===== src/rtl/div_pkg.sv =====
package div_pkg;
  typedef enum logic [2:0] {
    ST_IDLE,
    ST_PREP,
    ST_CALC,
    ST_FIX,
    ST_DONE
  } div_state_e;
endpackage


===== src/rtl/div_operand_abs.sv =====
module div_operand_abs #(
  parameter int WIDTH = 8
) (
  input  logic [WIDTH-1:0] val_i,
  input  logic             signed_i,
  output logic [WIDTH-1:0] mag_o,
  output logic             neg_o
);
  assign neg_o = signed_i & val_i[WIDTH-1];
  // most negative value maps to 2^(WIDTH-1), which fits unsigned
  assign mag_o = neg_o ? (~val_i + 1'b1) : val_i;
endmodule


===== src/rtl/div_restore_step.sv =====
module div_restore_step #(
  parameter int WIDTH = 8
) (
  input  logic [WIDTH-1:0] rem_i,
  input  logic [WIDTH-1:0] quo_i,
  input  logic [WIDTH-1:0] den_i,
  output logic [WIDTH-1:0] rem_o,
  output logic [WIDTH-1:0] quo_o
);
  logic [WIDTH:0]   rem_sh;
  logic [WIDTH+1:0] trial;
  logic             fits;

  assign rem_sh = {rem_i, quo_i[WIDTH-1]};
  assign trial  = {1'b0, rem_sh} - {2'b00, den_i};
  assign fits   = ~trial[WIDTH+1];
  assign rem_o  = fits ? trial[WIDTH-1:0] : rem_sh[WIDTH-1:0];
  assign quo_o  = {quo_i[WIDTH-2:0], fits};
endmodule


===== src/rtl/div_result_fix.sv =====
module div_result_fix #(
  parameter int WIDTH = 8
) (
  input  logic [WIDTH-1:0] qmag_i,
  input  logic [WIDTH-1:0] rmag_i,
  input  logic [WIDTH-1:0] a_i,
  input  logic [WIDTH-1:0] b_i,
  input  logic             a_neg_i,
  input  logic             b_neg_i,
  input  logic             signed_i,
  input  logic             floor_i,
  output logic [WIDTH-1:0] quo_o,
  output logic [WIDTH-1:0] rem_o,
  output logic             dz_o,
  output logic             ov_o
);
  localparam logic [WIDTH-1:0] MinVal = {1'b1, {(WIDTH-1){1'b0}}};

  logic [WIDTH-1:0] q_trunc, r_trunc;
  logic             mixed, adjust;

  assign mixed   = a_neg_i ^ b_neg_i;
  assign q_trunc = mixed   ? (~qmag_i + 1'b1) : qmag_i;
  assign r_trunc = a_neg_i ? (~rmag_i + 1'b1) : rmag_i;
  assign adjust  = floor_i & mixed & (rmag_i != '0);
  assign dz_o    = (b_i == '0);
  assign ov_o    = signed_i & (a_i == MinVal) & (b_i == '1);

  always_comb begin
    if (dz_o) begin
      quo_o = '1;
      rem_o = a_i;
    end else if (ov_o) begin
      quo_o = MinVal;
      rem_o = '0;
    end else if (adjust) begin
      quo_o = q_trunc - 1'b1;
      rem_o = r_trunc + b_i;
    end else begin
      quo_o = q_trunc;
      rem_o = r_trunc;
    end
  end
endmodule


===== src/rtl/int_divider.sv =====
module int_divider
  import div_pkg::*;
#(
  parameter int WIDTH = 8
) (
  input  logic             clk_i,
  input  logic             rst_ni,
  input  logic             in_valid_i,
  output logic             in_ready_o,
  input  logic [WIDTH-1:0] dividend_i,
  input  logic [WIDTH-1:0] divisor_i,
  input  logic             signed_i,
  input  logic             floor_i,
  output logic             out_valid_o,
  input  logic             out_ready_i,
  output logic [WIDTH-1:0] quotient_o,
  output logic [WIDTH-1:0] remainder_o,
  output logic             div_zero_o,
  output logic             overflow_o
);
  localparam int CntW = $clog2(WIDTH + 1);
  localparam logic [CntW-1:0] LastStep = CntW'(WIDTH - 1);

  div_state_e       state_q;
  logic [CntW-1:0]  step_q;
  logic [WIDTH-1:0] a_q, b_q, rem_q, quo_q, den_q;
  logic             sgn_q, flr_q;

  logic [WIDTH-1:0] a_mag, b_mag, rem_nx, quo_nx, fq, fr;
  logic             a_neg, b_neg, fdz, fov;

  div_operand_abs #(.WIDTH(WIDTH)) u_abs_a (
    .val_i(a_q), .signed_i(sgn_q), .mag_o(a_mag), .neg_o(a_neg)
  );
  div_operand_abs #(.WIDTH(WIDTH)) u_abs_b (
    .val_i(b_q), .signed_i(sgn_q), .mag_o(b_mag), .neg_o(b_neg)
  );

  div_restore_step #(.WIDTH(WIDTH)) u_step (
    .rem_i(rem_q), .quo_i(quo_q), .den_i(den_q),
    .rem_o(rem_nx), .quo_o(quo_nx)
  );

  div_result_fix #(.WIDTH(WIDTH)) u_fix (
    .qmag_i(quo_q), .rmag_i(rem_q), .a_i(a_q), .b_i(b_q),
    .a_neg_i(a_neg), .b_neg_i(b_neg), .signed_i(sgn_q), .floor_i(flr_q),
    .quo_o(fq), .rem_o(fr), .dz_o(fdz), .ov_o(fov)
  );

  assign in_ready_o  = (state_q == ST_IDLE);
  assign out_valid_o = (state_q == ST_DONE);

  always_ff @(posedge clk_i or negedge rst_ni) begin
    if (!rst_ni) begin
      state_q     <= ST_IDLE;
      step_q      <= '0;
      a_q         <= '0;
      b_q         <= '0;
      sgn_q       <= 1'b0;
      flr_q       <= 1'b0;
      rem_q       <= '0;
      quo_q       <= '0;
      den_q       <= '0;
      quotient_o  <= '0;
      remainder_o <= '0;
      div_zero_o  <= 1'b0;
      overflow_o  <= 1'b0;
    end else begin
      unique case (state_q)
        ST_IDLE: if (in_valid_i) begin
          a_q     <= dividend_i;
          b_q     <= divisor_i;
          sgn_q   <= signed_i;
          flr_q   <= floor_i;
          state_q <= ST_PREP;
        end
        ST_PREP: begin
          quo_q   <= a_mag;
          den_q   <= b_mag;
          rem_q   <= '0;
          step_q  <= '0;
          state_q <= ST_CALC;
        end
        ST_CALC: begin
          rem_q  <= rem_nx;
          quo_q  <= quo_nx;
          step_q <= step_q + 1'b1;
          if (step_q == LastStep) state_q <= ST_FIX;
        end
        ST_FIX: begin
          quotient_o  <= fq;
          remainder_o <= fr;
          div_zero_o  <= fdz;
          overflow_o  <= fov;
          state_q     <= ST_DONE;
        end
        ST_DONE: if (out_ready_i) state_q <= ST_IDLE;
        default: state_q <= ST_IDLE;
      endcase
    end
  end
endmodule


===== config.mk =====
export PLATFORM = sky130hd
export DESIGN_NAME = int_divider
export DESIGN_NICKNAME = d
export VERILOG_FILES = /design/src/rtl/div_pkg.sv /design/src/rtl/div_operand_abs.sv /design/src/rtl/div_restore_step.sv /design/src/rtl/div_result_fix.sv /design/src/rtl/int_divider.sv
export SDC_FILE = /design/constraint.sdc
export NUM_CORES = 1
export LEC_CHECK = 0
export BUFFER_PORTS_ARGS = -buffer_cell sky130_fd_sc_hd__buf_2
export CAP_MARGIN = 20
export CORE_ASPECT_RATIO = 1.25
export CORE_MARGIN = 1
export CORE_UTILIZATION = 64
export CTS_CLUSTER_DIAMETER = 60
export DETAILED_ROUTE_END_ITERATION = 16
export GPL_TIMING_DRIVEN = 0
export PLACE_DENSITY = 0.94
export SKIP_CTS_REPAIR_TIMING = 1
export SLEW_MARGIN = 30
export SYNTH_ARGS = -nofsm -noshare
export SYNTH_HDL_FRONTEND = slang
export SYNTH_SLANG_ARGS = --single-unit

===== constraint.sdc =====
create_clock -name clk_i -period 4.3 [get_ports clk_i]
set_input_delay 0.215 -clock clk_i [delete_from_list [all_inputs] [get_ports clk_i]]
set_output_delay 0.215 -clock clk_i [all_outputs]
set_load 0.01 [all_outputs]

==> reports/qor.txt, run 1 <==
syn_nets - 499
clk slew on worst S/H paths - 0.08 ns
Initial Utilization - 67.1%
final WL - 11,000 um
EDFF count, synth - 0
crit start category - flop
Die Y - 92.5 um
routability cong. - 0.882
I/O Pins - 42
sequential power share - 28.1%
Hold Path Class - primary input to flop
synth unique cells - 53
first-pass GRT wire length - 18,000 um
Area Overhead vs Synth - 13.0%
Period Utilization, post-route - 72.4%
placed insts - 581
Clock power frac - 12.7%
setup violators final - 0
max_cap viols - 0
dominant synthesized flop cell - dfrtp_1
diode count - 0
Slew Viols, Final - 0
Port-buffer cells - 41
Net Sw Frac - 47.6%
cell type with the largest total area after synthesis - dfrtp_1
Clock Latency Late Sink - 0.35 ns
clk root buf - clkbuf_8
CTS tree - yes
number of CTS-inserted buffers - 9
Cell Area, Synth - 0.00419 mm^2
arrival time at the worst endpoint - 3.36 ns
antenna violations before repair - 0
Rows - 32
outcome - finished, final reports clean
Synthesis Warnings - 0
DR WL/cell - 18.4 um
Antenna Nets Post-Route - 0
Lkg Pwr - 2.14 nW
Core ar. - 0.00625 mm^2
Slew headroom - 47.0%
Crit Path Max Fanout - 10
Sink Count - 67
RSZ-0062 raised after global routing - false
Layout Nets - 553
total track usage - 35.0%
Finished Layout Cells - 598
maximum clock path buffer count - 2
setup_tns - 0 ns
P_int - 0.00225 W
vias in the first global route - 3,769
f_max - 321 MHz
Vias - 3,843
dpl hpwl - 7770 um
Die Wd - 74.4 um
synthesized flop and latch total - 67
maximum vdd ir drop - 0.527 mV
reg2reg setup slack - 1.18 ns
H-tree levels - 3
sequential area share after synthesis - 40.0%
share of cells above drive strength 1 - 17.0%
Worst-Margin Slew - 0.794 ns
top cells by area, synth - dfrtp_1 (40%), ha_1 (6.3%), o21ai_0 (5.5%)
1st-iter DRT viols - 303
CP endpoint kind - flop
Die Footprint - 0.00688 mm^2
Synth top area share - 40.0%
cell count after synthesis - 454
drt pass-1 iters - 5
Gate power share - 59.1%
Tmin final - 3.12 ns
largest net degree at the start of global routing - 39
Net Sw Power - 0.00204 W
Worst Path Required - 4.55 ns
grt ovf - 0
DRC - 0
Pwr Total - 0.00429 W
WS Path Type - flop to flop
Avg Cell Area, Syn - 9.23 um^2
Fin. Hold Viols - 0
clock skew - 0.00933 ns
FFs w/ async S/R, synth - 100%
vias per cell - 6.43
P per Cell Area - 907 mW/mm^2
cells in the final DEF, fill, tap and decap left out, types with 3 or more instances in the layout:
cell type  instances
a22oi_1           14
xor2_1            19
a22o_1             4
nand3b_1           3
or3_1              4
a21oi_1           23
clkbuf_1          20
o21a_1             3
inv_1             24
nor4_1             6
buf_2             44
mux2_2            15
nand3_1           15
nand2_1           32
nor2_1            37
nor3_1            10
nor2b_1            6
mux2i_1            6
nand2b_1           6
clkbuf_8          10
and2_1             3
o21ai_0           46
a221o_1            8
xnor2_1           18
dfrtp_1           67
ha_1              21
a31oi_1            3
through the flow:
| stage | worst slack (ns) | cell area (um^2) | hold slack, ns | util (%) |
|---|---|---|---|---|
| 6_report | 1.18 | 4740 | 0.0545 | 75.8 |
| 5_1_grt | 1.06 | 4740 | 0.0622 | 75.8 |
| 4_1_cts | 1.25 | 4730 | -0.156 | 75.7 |
| 3_5_place_dp | 1.34 | 4530 | 0.217 | 72.5 |
| 3_3_place_gp | 1.37 | 4500 | 0.409 | 72.1 |
| 2_1_floorplan | 1.61 | 4190 | -0.0806 | - |
worst paths after layout:
kind	from	to	cells after the start
setup / recovery	a_q[7]	remainder_o[6]	13
hold / removal	out_ready_i	state_q[2]	2
setup reg to reg	a_q[7]	remainder_o[6]	13
hold reg to reg	den_q[5]	den_q[5]	2
max in group asynchronous	rst_ni	remainder_o[1]	3
min in group asynchronous	rst_ni	state_q[1]	2
state kept, by name, summed over array words and instances, names as in the netlist:
| signal | flops |
|---|---|
| den_q | 8 |
| step_q | 4 |
| quotient_o | 8 |
| state_q | 3 |
| overflow_o | 1 |
| rem_q | 8 |
| b_q | 8 |
| quo_q | 8 |
| a_q | 8 |
| remainder_o | 8 |
| div_zero_o | 1 |
| flr_q | 1 |
| sgn_q | 1 |
cell families after synthesis:
family	synth area share, %
adder cells (fa/ha/maj)	7.22
AND/OR/NAND/NOR	15.4
multiplexers	5.46
flip-flops	40.0
buffers and inverters	5.04
XOR/XNOR	7.73
AO/OA/AOI/OAI	19.2
layout make-up:
type	count	area, um^2
multi-input combinational	335	2300
sequential	67	1680
fill	419	1510
timing repair buffer	43	238
clock buffer	10	138
buffer	28	121
tap	85	106
inverter	24	90.1
clock inverter	6	63.8
power groups by stage:
stage,combinational [W],sequential [W],clock [W]
final,0.00254,0.00121,0.000546
after global routing,0.00281,0.00123,0.000568
after CTS,0.00251,0.00119,0.000546
after detailed placement,0.00246,0.00120,0
after global placement,0.00233,0.00118,0
after floorplan,0.00187,0.00115,0
worst max-delay path: stages (launching register included):
cell and delay [ns]:
dfrtp_1 0.36, buf_2 0.17, nand2_1 0.13, clkbuf_1 0.44, nor2_1 0.11, xor2_1 0.23
ha_1 0.31, nor2b_1 0.17, o21ai_0 0.17, nand2b_1 0.12, a31oi_1 0.24, xor2_1 0.15
o21ai_0 0.13, a31o_2 0.27
cell usage after synthesis (all sizes together) (15+ instances only):
| cell | instances |
|---|---|
| clkbuf | 20 |
| mux2 | 15 |
| dfrtp | 67 |
| inv | 24 |
| nand3 | 15 |
| o21ai | 47 |
| nor2 | 37 |
| xnor2 | 18 |
| xor2 | 19 |
| nand2 | 33 |
| a21oi | 23 |
| ha | 21 |
metal layers:
layer	vias to the layer above	track usage (%)	wire, um
met5	-	0	0
met4	0	21.5	714
met3	75	5.44	714
met2	235	58.6	5550
met1	1816	41.1	4050
li1	1717	-	-
Note: power is estimated with default switching activity, not from simulation.
==> run 2, diff against run 1 <==
Settings changed: ABC_AREA set to 1, CORE_UTILIZATION 64 to 60, PLACE_DENSITY 0.94 to 0.9.
Clock period 4.3 ns to 3.15 ns, I/O delays scaled along.
==> reports/qor.txt, run 2 <==
outcome - finished, final reports clean
cell type with the largest total area after synthesis - dfrtp_1
Slew headroom - 35.7% (-11 points)
setup_tns - 0 ns (unchanged)
Worst R2R Start - rem_q[0]
cell count after synthesis - 550 (+21%)
Die Y - 96.6 um (+4.4%)
syn_nets - 595 (+19%)
Antenna Nets Post-Route - 0 (unchanged)
hold path cells - 2 (unchanged)
1st-iter DRT viols - 599 (+98%)
largest net degree at the start of global routing - 42 (+7.7%)
Core ar. - 0.00693 mm^2 (+11%)
max_cap viols - 0 (unchanged)
I/O Pins - 42 (unchanged)
Worst Path Required - 3.44 ns (-1.11 ns)
Synthesis Warnings - 0 (unchanged)
clock skew - 0.0161 ns (+0.00680 ns)
most common cell after layout, fill and taps aside - nand2_1
FFs w/ async S/R, synth - 100% (unchanged)
routability cong. - 0.912 (+3.5%)
Worst-Margin Slew - 0.958 ns (+0.164 ns)
top cells by area, synth - dfrtp_1 (39%), nand2_1 (11%), ha_1 (6.1%)
Die Footprint - 0.00750 mm^2 (+9.0%)
reg2reg setup slack - 0.23 ns (-0.96 ns)
Synth top cells by count - nand2_1 (126), dfrtp_1 (67), inv_1 (67)
number of CTS-inserted buffers - 9 (unchanged)
clk root buf - clkbuf_8
Die Wd - 77.7 um (+4.4%)
Fin. Hold Viols - 0 (unchanged)
Rows - 34 (+6.3%)
Layout Nets - 649 (+17%)
WS Path Type - flop to flop
Tmin final - 2.92 ns (-0.191 ns)
final WL - 11,600 um (+5.2%)
setup violators final - 0 (unchanged)
diode count - 0 (unchanged)
most common cell in the netlist - nand2_1
dominant synthesized flop cell - dfrtp_1
RSZ-0062 raised after global routing - false
H-tree levels - 3 (unchanged)
Synth top area share - 39.1% (-0.94 points)
CTS tree - yes
clk slew on worst S/H paths - 0.08 ns (about the same)
DR WL/cell - 16.6 um (-10%)
Clock Latency Late Sink - 0.37 ns (+0.02 ns)
f_max - 342 MHz (+6.5%)
FF-to-FF path depth - 16 (+3)
Cell Area, Synth - 0.00429 mm^2 (+2.4%)
Worst Hold End - b_q[4]
Initial Utilization - 61.9% (-5.2 points)
share of cells above drive strength 1 - 14.6% (-2.3 points)
Port-buffer cells - 41 (unchanged)
vias per cell - 6.05 (-5.8%)
Reg2Reg Capture Point - remainder_o[7]
sequential area share after synthesis - 39.1% (-0.94 points)
Slew Viols, Final - 0 (unchanged)
Crit Path Max Fanout - 5 (-5)
EDFF count, synth - 0 (unchanged)
crit start category - flop
Finished Layout Cells - 699 (+17%)
Period Utilization, post-route - 92.8% (+20 points)
synthesized flop and latch total - 67 (unchanged)
CP endpoint kind - flop
Area Overhead vs Synth - 13.6%
maximum clock path buffer count - 2 (unchanged)
arrival time at the worst endpoint - 3.22 ns (-0.14 ns)
Vias - 4,232 (+10%)
synth unique cells - 41 (-23%)
drt pass-1 iters - 7 (+2)
DRC - 0 (unchanged)
vias in the first global route - 4,068 (+7.9%)
worst hold start - divisor_i[4]
dpl hpwl - 8540 um (+9.9%)
Final Util - 70.3% (-5.5 points)
antenna violations before repair - 0 (unchanged)
total track usage - 32.8% (-2.2 points)
placed insts - 682 (+17%)
Sink Count - 67 (unchanged)
first-pass GRT wire length - 18,700 um (+3.7%)
Hold Path Class - primary input to flop
commonest cells after routing, fill and taps aside - nand2_1 (126), dfrtp_1 (67), inv_1 (66)
Avg Cell Area, Syn - 7.81 um^2 (-15%)
grt ovf - 0 (unchanged)
run 2: cell count changes in the layout (fill, tap and decap cells not counted), moves of 12 or more:
cell,change
nand2_1,+94
inv_1,+42
a21oi_1,+17
clkbuf_1,-15
a22oi_1,-14
nor2_1,+13
nand3_1,+12
run 2: cells by family after synthesis:
kind of cell | Yosys count | synth area share (%)
flip-flops | 67 | 39.1
XOR/XNOR | 22 | 4.49
AND/OR/NAND/NOR | 234 | 24.4
buffers and inverters | 82 | 7.49
AO/OA/AOI/OAI | 115 | 15.7
adder cells (fa/ha/maj) | 23 | 7.05
multiplexers | 7 | 1.84
run 2: stage by stage:
step                setup WS, ns  hold slack, ns  area (um^2)
floorplan                  0.789          -0.138         4290
global placement           0.500           0.390         4610
detailed placement         0.328           0.100         4630
CTS                        0.232          -0.285         4860
global route              0.0252          0.0209         4870
finish                     0.226          0.0179         4870
run 2: cell type report:
cell class | instances | area, um^2
clock inverters | 7 | 100
repair buffers | 43 | 238
inverters | 70 | 263
well taps | 90 | 113
flip-flops and latches | 67 | 1680
fillers | 505 | 2060
multi-input cells | 401 | 2300
clock buffers | 9 | 124
plain buffers | 12 | 58.8
run 2: worst max-delay path, stage by stage (launching register included):
cell,delay [ns]
dfrtp_1,0.45
inv_2,0.14
ha_1,0.18
nand3_1,0.12
nand2_1,0.13
o21a_1,0.18
xor2_2,0.21
inv_1,0.07
ha_1,0.34
a21o_1,0.20
a31oi_1,0.22
nand2_1,0.13
nand2_1,0.08
nand3_1,0.10
nand2_1,0.11
nand2_1,0.06
o21bai_1,0.13
run 2: routing by layer:
layer / GRT usage, % / part of all wire [%] / wire, um
met4: 19.8 / 4.5 / 524
met2: 59.2 / 51 / 5950
met5: 0 / 0 / 0
met1: 36.4 / 37 / 4270
met3: 5.73 / 7.3 / 851
run 2: worst max path at each step:
stage | from | end | slack [ns] | cells after the start
floorplan | rem_q[0] | remainder_o[7] | 0.79 | 16
global placement | rem_q[0] | remainder_o[7] | 0.50 | 16
detailed placement | rem_q[0] | remainder_o[7] | 0.33 | 16
CTS | rem_q[0] | remainder_o[7] | 0.23 | 16
global route | rem_q[0] | remainder_o[7] | 0.03 | 16
finish | rem_q[0] | remainder_o[7] | 0.23 | 16
Power of run 2 is not shown: default switching activity piles up to over one toggle a cycle in this logic, so the estimate is an artifact.
==> run 3, diff against run 2 <==
Settings changed: CORE_UTILIZATION 60 to 45, PLACE_DENSITY 0.9 to 0.72.
==> reports/qor.txt, run 3 (synthesized netlist as in run 2, its figures left out) <==
WS Path Type - flop to flop
setup_tns - 0 ns (unchanged)
clk root buf - clkbuf_16
H-tree levels - 3 (unchanged)
routability cong. - 0.892 (-2.2%)
setup violators final - 0 (unchanged)
Layout Nets - 649 (unchanged)
vias in the first global route - 3,951 (-2.9%)
crit path cell chain - inv_1 > ha_1 > nand3_1 > nand2_1 > o21a_1 > xor2_1 > inv_1 > ha_1 > a21o_1 > a31oi_1 > nand2_1 > nand2_1 > nand3_1 > nand2_1 > nand2_1 > o21bai_1
Rows - 39 (+15%)
antenna violations before repair - 0 (unchanged)
CP peak stage delay - 0.44 ns (about the same)
outcome - finished, final reports clean
Die Footprint - 0.00994 mm^2 (+33%)
DR WL/cell - 15.5 um (-6.5%)
Buf/Inv on CP - 2 (unchanged)
Sink Count - 67 (unchanged)
Critical-path top delay cell - dfrtp_1
dpl ws - 0.403 ns (+0.0743 ns)
Die Wd - 89.4 um (+15%)
Antenna Nets Post-Route - 0 (unchanged)
diode count - 0 (unchanged)
Die Y - 111 um (+15%)
commonest cells after routing, fill and taps aside - nand2_1 (126), inv_1 (67), dfrtp_1 (67)
Worst-Margin Slew - 0.632 ns (-0.325 ns)
largest net degree at the start of global routing - 49 (+17%)
delay-heaviest family, CP - compound AO/OA/AOI/OAI gates
number of CTS-inserted buffers - 9 (unchanged)
Initial Utilization - 46.5% (-15 points)
Period Utilization, post-route - 92.1% (-0.74 points)
final setup margin - 0.249 ns (+0.0234 ns)
clk slew on worst S/H paths - 0.06 ns (-0.02 ns)
f_max - 345 MHz (+0.81%)
Core ar. - 0.00922 mm^2 (+33%)
final WL - 11,400 um (-2.0%)
drt pass-1 iters - 5 (-2)
Final Util - 54.7% (-16 points)
grt ovf - 0 (unchanged)
maximum clock path buffer count - 2 (unchanged)
Area Overhead vs Synth - 17.6%
dpl hpwl - 8540 um (about the same)
vias per cell - 5.51 (-9.0%)
RSZ-0062 raised after global routing - false
Clock Latency Late Sink - 0.34 ns (-0.03 ns)
Crit Path Max Fanout - 5 (unchanged)
max_cap viols - 0 (unchanged)
Pwr Total - 0.00670 W
crit start category - flop
maximum vdd ir drop - 0.685 mV
Lkg Pwr - 2.56 nW
Vias - 4,032 (-4.7%)
Slew headroom - 57.6% (+22 points)
Hold Path Class - primary input to flop
Worst Path Required - 3.41 ns (-0.03 ns)
Fin. Hold Viols - 0 (unchanged)
clock skew - 0.00751 ns (-0.00861 ns)
CP endpoint kind - flop
Port-buffer cells - 41 (unchanged)
Slew Viols, Final - 0 (unchanged)
total track usage - 24.9% (-7.9 points)
P per Cell Area - 1330 mW/mm^2
CTS tree - yes
first-pass GRT wire length - 18,600 um (-0.26%)
1st-iter DRT viols - 302 (-50%)
most common cell after layout, fill and taps aside - nand2_1
share of cells above drive strength 1 - 14.4% (-0.16 points)
Tmin final - 2.90 ns (-0.0234 ns)
DRC - 0 (unchanged)
CP dominant cell by count - nand2_1
I/O Pins - 42 (unchanged)
arrival time at the worst endpoint - 3.16 ns (-0.06 ns)
==> run 3: through the flow <==
| stage | cell area (um^2) | cells | hold slack (ns) |
|---|---|---|---|
| after floorplan | 4290 | 550 | -0.138 |
| after global placement | 4650 | 714 | 0.387 |
| after detailed placement | 4680 | 715 | 0.0673 |
| after CTS | 5030 | 731 | -0.284 |
| after global routing | 5050 | 732 | 0.0471 |
| final | 5050 | 732 | 0.0483 |
==> run 3: power by group <==
| group | internal (W) | switching (W) |
|---|---|---|
| combinational | 0.00142 | 0.00245 |
| clock | 0.000780 | 0.000408 |
| sequential | 0.00126 | 0.000381 |
| total | 0.00346 | 0.00324 |
==> run 3: final timing paths <==
kind	startpoint	to	slack [ns]	depth (start not counted)
min reg2reg	step_q[3]	step_q[3]	0.48	1
min	floor_i	flr_q	0.05	2
max reg2reg	rem_q[0]	remainder_o[7]	0.25	16
max in group asynchronous	rst_ni	den_q[0]	2.36	3
max	rem_q[0]	remainder_o[7]	0.25	16
min in group asynchronous	rst_ni	state_q[0]	0.26	2
==> run 3: metal layers <==
metal  GRT usage [%]  up-vias  wire, um
met3            4.91       43       422
li1                -     1941         -
met1            30.1     1923      4750
met5               0        -         0
met4            12.3        0       514
met2            41.3      125      5680
==> run 3: final cells by class <==
type | count | area, um^2
fillers | 856 | 4180
flip-flops and latches | 67 | 1680
well taps | 123 | 154
plain buffers | 12 | 58.8
inverters | 70 | 263
clock buffers | 9 | 225
clock inverters | 7 | 125
repair buffers | 43 | 245
multi-input cells | 401 | 2300
